===== src/rtl/lpm_pkg.sv =====
package lpm_pkg;
  typedef enum logic [1:0] {
    PM_RUN  = 2'b00,
    PM_WAIT = 2'b01,
    PM_DOZE = 2'b10,
    PM_STOP = 2'b11
  } pm_mode_e;
endpackage


===== src/rtl/lpm_cfg_reg.sv =====
module lpm_cfg_reg
  import lpm_pkg::*;
#(
  parameter int NUM_PERIPH = 4
) (
  input  logic                  clk_i,
  input  logic                  rst_ni,
  input  logic                  sw_rst_i,
  input  logic                  we_i,
  input  logic [1:0]            mode_i,
  input  logic [NUM_PERIPH-1:0] pen_i,
  input  logic [NUM_PERIPH-1:0] doze_off_i,
  input  logic                  clkout_en_i,
  output pm_mode_e              mode_q_o,
  output pm_mode_e              mode_d_o,
  output logic [NUM_PERIPH-1:0] pen_d_o,
  output logic [NUM_PERIPH-1:0] doze_off_d_o,
  output logic                  clkout_en_d_o
);
  localparam logic [NUM_PERIPH-1:0] PEN_RST = {NUM_PERIPH{1'b1}};

  pm_mode_e              mode_q, mode_d;
  logic [NUM_PERIPH-1:0] pen_q, pen_d;
  logic [NUM_PERIPH-1:0] doff_q, doff_d;
  logic                  cke_q, cke_d;

  always_comb begin
    mode_d = mode_q;
    pen_d  = pen_q;
    doff_d = doff_q;
    cke_d  = cke_q;
    if (sw_rst_i) begin
      mode_d = PM_RUN;
      pen_d  = PEN_RST;
      doff_d = '0;
      cke_d  = 1'b1;
    end else if (we_i) begin
      mode_d = pm_mode_e'(mode_i);
      pen_d  = pen_i;
      doff_d = doze_off_i;
      cke_d  = clkout_en_i;
    end
  end

  always_ff @(posedge clk_i or negedge rst_ni) begin
    if (!rst_ni) begin
      mode_q <= PM_RUN;
      pen_q  <= PEN_RST;
      doff_q <= '0;
      cke_q  <= 1'b1;
    end else begin
      mode_q <= mode_d;
      pen_q  <= pen_d;
      doff_q <= doff_d;
      cke_q  <= cke_d;
    end
  end

  assign mode_q_o      = mode_q;
  assign mode_d_o      = mode_d;
  assign pen_d_o       = pen_d;
  assign doze_off_d_o  = doff_d;
  assign clkout_en_d_o = cke_d;
endmodule


===== src/rtl/lpm_mode_fsm.sv =====
module lpm_mode_fsm
  import lpm_pkg::*;
(
  input  logic     clk_i,
  input  logic     rst_ni,
  input  logic     stop_i,
  input  logic     wake_i,
  input  logic     sw_rst_i,
  input  pm_mode_e armed_i,
  output pm_mode_e act_q_o,
  output pm_mode_e act_d_o
);
  pm_mode_e act_q, act_d;

  always_comb begin
    act_d = act_q;
    if (sw_rst_i || wake_i) begin
      act_d = PM_RUN;
    end else if (act_q == PM_RUN && stop_i && armed_i != PM_RUN) begin
      act_d = armed_i;
    end
  end

  always_ff @(posedge clk_i or negedge rst_ni) begin
    if (!rst_ni) act_q <= PM_RUN;
    else         act_q <= act_d;
  end

  assign act_q_o = act_q;
  assign act_d_o = act_d;
endmodule


===== src/rtl/lpm_gate_en.sv =====
module lpm_gate_en
  import lpm_pkg::*;
#(
  parameter int NUM_PERIPH = 4
) (
  input  logic                  clk_i,
  input  logic                  rst_ni,
  input  pm_mode_e              mode_i,
  input  logic [NUM_PERIPH-1:0] pen_i,
  input  logic [NUM_PERIPH-1:0] doze_off_i,
  input  logic                  clkout_en_i,
  output logic                  core_en_o,
  output logic                  sys_en_o,
  output logic                  clkout_en_o,
  output logic [NUM_PERIPH-1:0] periph_en_o
);
  logic core_d, sys_d, cko_d, core_q, sys_q, cko_q;
  logic in_doze, in_stop;

  assign in_doze = (mode_i == PM_DOZE);
  assign in_stop = (mode_i == PM_STOP);

  always_comb begin
    core_d = (mode_i == PM_RUN);
    sys_d  = !in_stop;
    cko_d  = clkout_en_i && !in_stop;
  end

  always_ff @(posedge clk_i or negedge rst_ni) begin
    if (!rst_ni) begin
      core_q <= 1'b1;
      sys_q  <= 1'b1;
      cko_q  <= 1'b1;
    end else begin
      core_q <= core_d;
      sys_q  <= sys_d;
      cko_q  <= cko_d;
    end
  end

  for (genvar g = 0; g < NUM_PERIPH; g++) begin : g_periph
    logic en_d, en_q;
    assign en_d = pen_i[g] && !in_stop && !(in_doze && doze_off_i[g]);
    always_ff @(posedge clk_i or negedge rst_ni) begin
      if (!rst_ni) en_q <= 1'b1;
      else         en_q <= en_d;
    end
    assign periph_en_o[g] = en_q;
  end

  assign core_en_o   = core_q;
  assign sys_en_o    = sys_q;
  assign clkout_en_o = cko_q;
endmodule


===== src/rtl/lpm_clk_ctrl.sv =====
module lpm_clk_ctrl
  import lpm_pkg::*;
#(
  parameter int NUM_PERIPH = 4
) (
  input  logic                  clk_i,
  input  logic                  rst_ni,
  input  logic                  cfg_we_i,
  input  logic [1:0]            cfg_mode_i,
  input  logic [NUM_PERIPH-1:0] cfg_pen_i,
  input  logic [NUM_PERIPH-1:0] cfg_doze_off_i,
  input  logic                  cfg_clkout_en_i,
  input  logic                  stop_i,
  input  logic                  bkpt_i,
  input  logic                  dbg_req_i,
  input  logic                  irq_i,
  input  logic                  sw_rst_i,
  output logic                  core_clk_en_o,
  output logic                  sys_clk_en_o,
  output logic                  clkout_en_o,
  output logic [NUM_PERIPH-1:0] periph_clk_en_o,
  output logic [1:0]            mode_o
);
  localparam int SYNC_STAGES = 2;

  logic [SYNC_STAGES-1:0] rst_sync_q;
  logic                   rst_int_n;

  always_ff @(posedge clk_i or negedge rst_ni) begin
    if (!rst_ni) rst_sync_q <= '0;
    else         rst_sync_q <= {rst_sync_q[SYNC_STAGES-2:0], 1'b1};
  end
  assign rst_int_n = rst_sync_q[SYNC_STAGES-1];

  pm_mode_e              armed_q, armed_d, act_q, act_d;
  logic [NUM_PERIPH-1:0] pen_d, doff_d;
  logic                  cke_d, wake;

  assign wake = bkpt_i | dbg_req_i | irq_i;

  lpm_cfg_reg #(.NUM_PERIPH(NUM_PERIPH)) u_cfg (
    .clk_i        (clk_i),
    .rst_ni       (rst_int_n),
    .sw_rst_i     (sw_rst_i),
    .we_i         (cfg_we_i),
    .mode_i       (cfg_mode_i),
    .pen_i        (cfg_pen_i),
    .doze_off_i   (cfg_doze_off_i),
    .clkout_en_i  (cfg_clkout_en_i),
    .mode_q_o     (armed_q),
    .mode_d_o     (armed_d),
    .pen_d_o      (pen_d),
    .doze_off_d_o (doff_d),
    .clkout_en_d_o(cke_d)
  );

  lpm_mode_fsm u_fsm (
    .clk_i   (clk_i),
    .rst_ni  (rst_int_n),
    .stop_i  (stop_i),
    .wake_i  (wake),
    .sw_rst_i(sw_rst_i),
    .armed_i (armed_q),
    .act_q_o (act_q),
    .act_d_o (act_d)
  );

  lpm_gate_en #(.NUM_PERIPH(NUM_PERIPH)) u_gate (
    .clk_i      (clk_i),
    .rst_ni     (rst_int_n),
    .mode_i     (act_d),
    .pen_i      (pen_d),
    .doze_off_i (doff_d),
    .clkout_en_i(cke_d),
    .core_en_o  (core_clk_en_o),
    .sys_en_o   (sys_clk_en_o),
    .clkout_en_o(clkout_en_o),
    .periph_en_o(periph_clk_en_o)
  );

  assign mode_o = act_q;
endmodule


===== config.mk =====
export PLATFORM = sky130hd
export DESIGN_NAME = lpm_clk_ctrl
export DESIGN_NICKNAME = d
export VERILOG_FILES = /design/src/rtl/lpm_pkg.sv /design/src/rtl/lpm_cfg_reg.sv /design/src/rtl/lpm_mode_fsm.sv /design/src/rtl/lpm_gate_en.sv /design/src/rtl/lpm_clk_ctrl.sv
export SDC_FILE = /design/constraint.sdc
export NUM_CORES = 1
export LEC_CHECK = 0
export CAP_MARGIN = 20
export CORE_MARGIN = 5
export CORE_UTILIZATION = 45
export DETAILED_ROUTE_END_ITERATION = 12
export GPL_ROUTABILITY_DRIVEN = 0
export GPL_TIMING_DRIVEN = 1
export HOLD_SLACK_MARGIN = 0.15
export PLACE_DENSITY_LB_ADDON = 0.15
export SLEW_MARGIN = 20
export SYNTH_ARGS = -nofsm -noshare
export SYNTH_HDL_FRONTEND = slang
export SYNTH_SLANG_ARGS = --single-unit

===== constraint.sdc =====
create_clock -name clk_i -period 1.4 [get_ports clk_i]
set_input_delay 0.21 -clock clk_i [delete_from_list [all_inputs] [get_ports clk_i]]
set_output_delay 0.21 -clock clk_i [all_outputs]
set_load 0.005 [all_outputs]

**Word-level counts from Yosys, hierarchy flattened**

Cells that the tools add are included.

- Word-level logic and storage cells: 52
- Input port bits: 19
- Bits in registers: 22
- Output and inout bits: 9

- Reductions and logical operators: 25
- Bitwise gates (word level): 2
- Muxes and demuxes: 10
- Eq/ne operators: 2

Operators with widths:

| cell | number |
|---|---|
| $mux 4 | 4 |
| $logic_and 1x1->1 | 15 |
| $mux 2 | 4 |
| $logic_not 1->1 | 5 |
| $eq 2x2->1 const B | 2 |
| $logic_not 2->1 | 2 |
| $reduce_bool 2->1 | 2 |
| $mux 1 | 2 |
| $or 1x1->1 | 2 |
| $logic_or 1x1->1 | 1 |

**Longest topological paths before layout**

- Depth in word-level cells: 9
- Mapped depth: 4
- Mapped depth without buffers: 3

**Hierarchy**

Synthesis repeated with hierarchy kept, for this count alone.

- Cell total of the unflattened synthesis: 68
- Area, all modules: 879.6 um^2

Modules (own cells, without submodules):

| module | instances | area each (um^2) | cells an instance |
|---|---|---|---|
| lpm_cfg_reg | 1 | 460.4 | 35 |
| lpm_gate_en | 1 | 272.8 | 22 |
| lpm_mode_fsm | 1 | 86.3 | 7 |
| lpm_clk_ctrl | 1 | 60.1 | 4 |

**Worst setup path before layout**

OpenSTA, ideal clock, no wires.

- Kind: reg-to-reg
- Start point: register u_fsm.act_q[0], in the netlist u_fsm.act_q_o[0]
- End point: register u_gate.cko_q, in the netlist u_gate.clkout_en_o
- Period minus slack after synthesis: 1,057 ps
- Stages on the path, launching flop included: 4
- Buffers on the path: 0
- Data required time: 1,323 ps
- Setup slack: 343 ps
- Arrival time: 980 ps
- Setup time: 77 ps
- Path through: dfrtp_1 and3b_1 or2_2 a31oi_1

- Longest elaborated chain between the ends: 8

RTL lines:

| item | RTL line | RTL |
|---|---|---|
| start, declared | lpm_mode_fsm.sv:13 | `pm_mode_e act_q, act_d;` |
| start signal, assigned | lpm_mode_fsm.sv:26 | `else act_q <= act_d;` |
| $logic_not 2->1 | lpm_mode_fsm.sv:19 | `end else if (act_q == PM_RUN && stop_i && armed_i != PM_RUN) begin` |
| $logic_and 1x1->1 (2 in a row) | lpm_mode_fsm.sv:19 |  |
| $mux 2 * | lpm_mode_fsm.sv:19 |  |
| $mux 2 * | lpm_mode_fsm.sv:17 | `if (sw_rst_i \|\| wake_i) begin` |
| $eq 2x2->1 * | lpm_gate_en.sv:21 | `assign in_stop = (mode_i == PM_STOP);` |
| $logic_not 1->1 * | lpm_gate_en.sv:26 | `cko_d = clkout_en_i && !in_stop;` |
| $logic_and 1x1->1 * | lpm_gate_en.sv:26 |  |
| via u_gate.cko_d | lpm_gate_en.sv:17 | `logic core_d, sys_d, cko_d, core_q, sys_q, cko_q;` |
| end signal, assigned | lpm_gate_en.sv:37 | `cko_q <= cko_d;` |
| end, declared | lpm_gate_en.sv:17 |  |

Mark *: on every way through the listed nets, which the timed path passes. The rest lies on a longest branch.
A chain may end at the register's enable or synchronous reset.

**Final worst setup path**

- Start point: register u_gate.sys_q, in the netlist u_gate.sys_en_o
- End point: output port sys_clk_en_o

RTL lines:

| item | RTL line | RTL |
|---|---|---|
| start, declared | lpm_gate_en.sv:17 |  |
| start signal, assigned | lpm_gate_en.sv:36 | `sys_q <= sys_d;` |
| end, declared | lpm_clk_ctrl.sv:19 | `output logic sys_clk_en_o,` |

No word-level cell between the ends.

==> flow_summary.rst <==
.. list-table::
   :header-rows: 1

   * - Metric
     - Value
   * - Share of flip-flops with an asynchronous set or reset
     - 100%
   * - Total gr overflow
     - 0
   * - Total of flip-flops plus latches after synthesis
     - 22
   * - Clock tree buffer depth
     - 2
   * - Die Footprint
     - a little over 3000 µm²
   * - Fraction of the cycle the final worst path needs
     - between 90% and 100%
   * - Worst-path clk slew
     - about 0.12 ns
   * - Number of synthesized flops with an enable pin
     - 0
   * - Total number of H-tree levels
     - 1
   * - Met3 wire length
     - 89 µm
   * - Final net count
     - 127
   * - Starting utilization of the core area
     - a little under half
   * - Die outline width
     - ~56 µm
   * - Final setup violating endpoints
     - 0
   * - Relative area change from synthesis to final layout
     - 40.2%
   * - Ys flop type
     - dfstp_2
   * - Syn nets
     - a little over 90
   * - Unique cell type count in the Yosys netlist
     - 25
   * - Antenna fix cells
     - 0
   * - Ratio of cells with drive above 1 in the final layout
     - between 20% and 30%
   * - Pin count of the biggest net entering global routing
     - 21
   * - Wire length the detailed router placed on met1
     - about 800 µm
   * - Cell accounting for the most synthesized area
     - dfstp_2
   * - Max Fanout on Critical Path
     - 1
   * - Top achievable clock speed
     - ~800 MHz
   * - Number of antenna violations at the first check in global routing
     - 0
   * - Clock net sink count
     - 22
   * - Terminus of the critical flop-to-flop path
     - u_gate.clkout_en_o
   * - Hold Crit Class
     - reg -> async
   * - Setup slack of the worst register-to-register path
     - roughly 0.22 ns
   * - Detailed-placement wirelength estimate
     - 1360 µm
   * - Worst reg2reg path startpoint
     - u_fsm.act_q_o[0]
   * - Post-synth top cells
     - dfstp_2, dfrtp_1, mux2i_1, nor2_1
   * - Count of cell instances traversed by the critical path
     - 1
   * - Number of global-route vias before repair
     - 710
   * - Cell family with most CP delay
     - flip-flops
   * - Core Area
     - just under 2000 µm²
   * - Total buffers and inverters traversed by the critical path
     - 1
   * - Crit path launch type
     - flop
   * - Final setup margin
     - approximately 0.12 ns
   * - Req. time, crit path
     - ~1.2 ns
   * - Cell Area, Synth
     - 937 µm²
   * - Final critical delay including setup and external delays
     - approximately 1.3 ns
   * - RSZ-0062 raised after global routing
     - no
   * - Top layer reached by signal wires
     - met4
   * - Max Slew Vio Count
     - 0
   * - Data arrival time of the critical path
     - 1.07 ns
   * - Sum of met2 wire segment lengths after detailed routing
     - slightly above 900 µm
   * - Final Hold Fails
     - 0
   * - Drt pass-1 iters
     - 2
   * - Critical-path cell list
     - dlygate4sd2_1
   * - Post-layout util
     - 66.3%
   * - Maximum vdd drop
     - between 0.0008 and 0.0009 V
   * - Wire length of the first global-routing pass
     - about 3300 µm
   * - Element type at the critical path end
     - output port
   * - Routed via count divided by cell count
     - 4.83
   * - Pre-CTS setup slack
     - -0.101 ns
   * - Number of buffers inserted during clock tree synthesis
     - 3
   * - Chip Height
     - 55.6 µm
   * - Pwr/cell area
     - approximately 1000 nW/µm²
   * - Most frequent cell after synthesis
     - dfstp_2
   * - Power, Total
     - about 1.3 mW
   * - Final routed wirelength across all metal layers
     - 1830 µm
   * - Number of DRC violations after detailed routing
     - 0
   * - Routed vias
     - 647
   * - YS warnings
     - 0
   * - Crit path largest cell delay
     - 0.54 ns
   * - Clock skew
     - approximately 0.0045 ns
   * - Slowest CP cell
     - dfstp_2
   * - Number of ports placed on the die boundary
     - 28
   * - Clock latency reported for the late side of the worst-skew pair
     - around 0.3 ns
   * - MaxCap Viol Count
     - 0
   * - Port-buffer cells
     - 27
   * - Mean cell area of the mapped netlist
     - roughly 13 µm²
   * - Run status
     - finished clean
   * - Routed wire per std cell
     - 13.6 µm
   * - Fill cell instance count of the final layout
     - between 150 and 200
   * - Placement row count
     - 16
   * - Leak pwr
     - ~0.59 nW
   * - Antenna viol nets, final
     - 0
   * - Initial drt markers
     - 3
   * - Worst-case reg-to-reg path depth
     - 4
   * - Clock tree root buffer cell
     - clkbuf_4
   * - Share of synthesized area occupied by flip-flops and latches
     - between 60% and 70%
   * - Cell types occupying the most area after synthesis
     - dfstp_2, dfrtp_1, mux2i_1, a211o_1, a21boi_1
   * - Type of the worst setup path
     - reg -> out
   * - Cell count after synthesis
     - slightly above 70
   * - GRT Util Overall
     - 13.5%
   * - Clock tree from TritonCTS
     - yes
   * - Share of the synthesized area in the top cell type
     - between 30% and 40%
-- cell families (layout without fill, tap and decap cells) --
group	count (synthesis)	count (layout)	synth area share (%)
flops	22	22	60.3
simple gates	18	18	12.1
compound gates	16	16	13.8
buf+inv	9	44	6.94
mux	6	6	6.41
other cells	1	1	0.400
-- area by class of cell --
class                           count  area (µm²)  share of cell area [%]
Clock buffer                        3        22.5                    1.71
Clock inverter                      1        30.0                    2.29
Inverter                            2        7.51                   0.571
Multi-Input combinational cell     41         307                    23.3
Sequential cell                    22         566                    43.0
Tap cell                           27        33.8                    2.57
Timing Repair Buffer               38         348                    26.5
-- metrics by stage --
| step | cells | cell area, µm² | hold WS [ns] | setup TNS, ns |
|---|---|---|---|---|
| finish | 134 | 1310 | 0.207 | 0 |
| global route | 134 | 1310 | 0.243 | 0 |
| CTS | 134 | 1310 | 0.221 | 0 |
| detailed placement | 128 | 1250 | 0.205 | -0.522 |
| global placement | 128 | 1250 | 0.196 | -0.443 |
| floorplan | 72 | 937 | -0.0856 | 0 |
-- how the worst max path moves through the flow --
stage	from	endpoint	slack, ns
finish	u_gate.sys_en_o	sys_clk_en_o	0.12
global route	u_gate.core_en_o	core_clk_en_o	0.07
CTS	u_fsm.act_q_o[0]	mode_o[0]	0.005
detailed placement	sw_rst_i	u_gate.g_periph[1].en_q	-0.10
global placement	sw_rst_i	u_gate.g_periph[1].en_q	-0.08
floorplan	u_fsm.act_q_o[0]	u_gate.clkout_en_o	0.34
-- registers in the layout (all words and copies together), names as in the netlist --
register              flops
u_gate.g_periph.en_q      4
u_gate.core_en_o          1
u_fsm.act_q_o             2
u_cfg.mode_q_o            2
u_gate.clkout_en_o        1
u_cfg.doff_q              4
u_cfg.pen_q               4
rst_sync_q                2
u_gate.sys_en_o           1
u_cfg.cke_q               1
-- worst register-to-register path, delay by kind of cell (launching register included) --
family / cells / cell delay [ns]
DFF: 1 / 0.37
buffers and inverters: 1 / 0.11
and+or+nand+nor: 2 / 0.47
AOI/OAI and AO/OA: 1 / 0.17
-- where the power goes --
part / internal [mW] / switching (mW)
clock: 0.289 / 0.186
sequential: 0.682 / 0.00851
combinational: 0.110 / 0.0738
-- per-layer routing --
metal	up-vias	track usage, %
met5	-	0
met4	0	6.25
met3	2	3.48
met2	15	22.5
met1	318	16.3
li1	312	-
-- placed cells by master (no fill, tap or decap), drive strengths merged, types with 3 or more instances in the layout --
master / n
clkbuf: 3
nor2b: 4
a211o: 4
dfrtp: 10
buf: 10
a21boi: 4
dlygate4sd2: 8
dfstp: 12
mux2i: 6
clkdlybuf4s50: 18
nor2: 6
o211ai: 4
-- what timing repair did --
action | in CTS | in global routing
endpoints found under the hold margin | 2 | 0
buffers inserted | 1 | 0
endpoints found under the setup margin | 9 | 1
hold buffers | 1 | 0
gates resized for setup | 8 | 1
No activity file was read; power rests on OpenSTA's default activity.
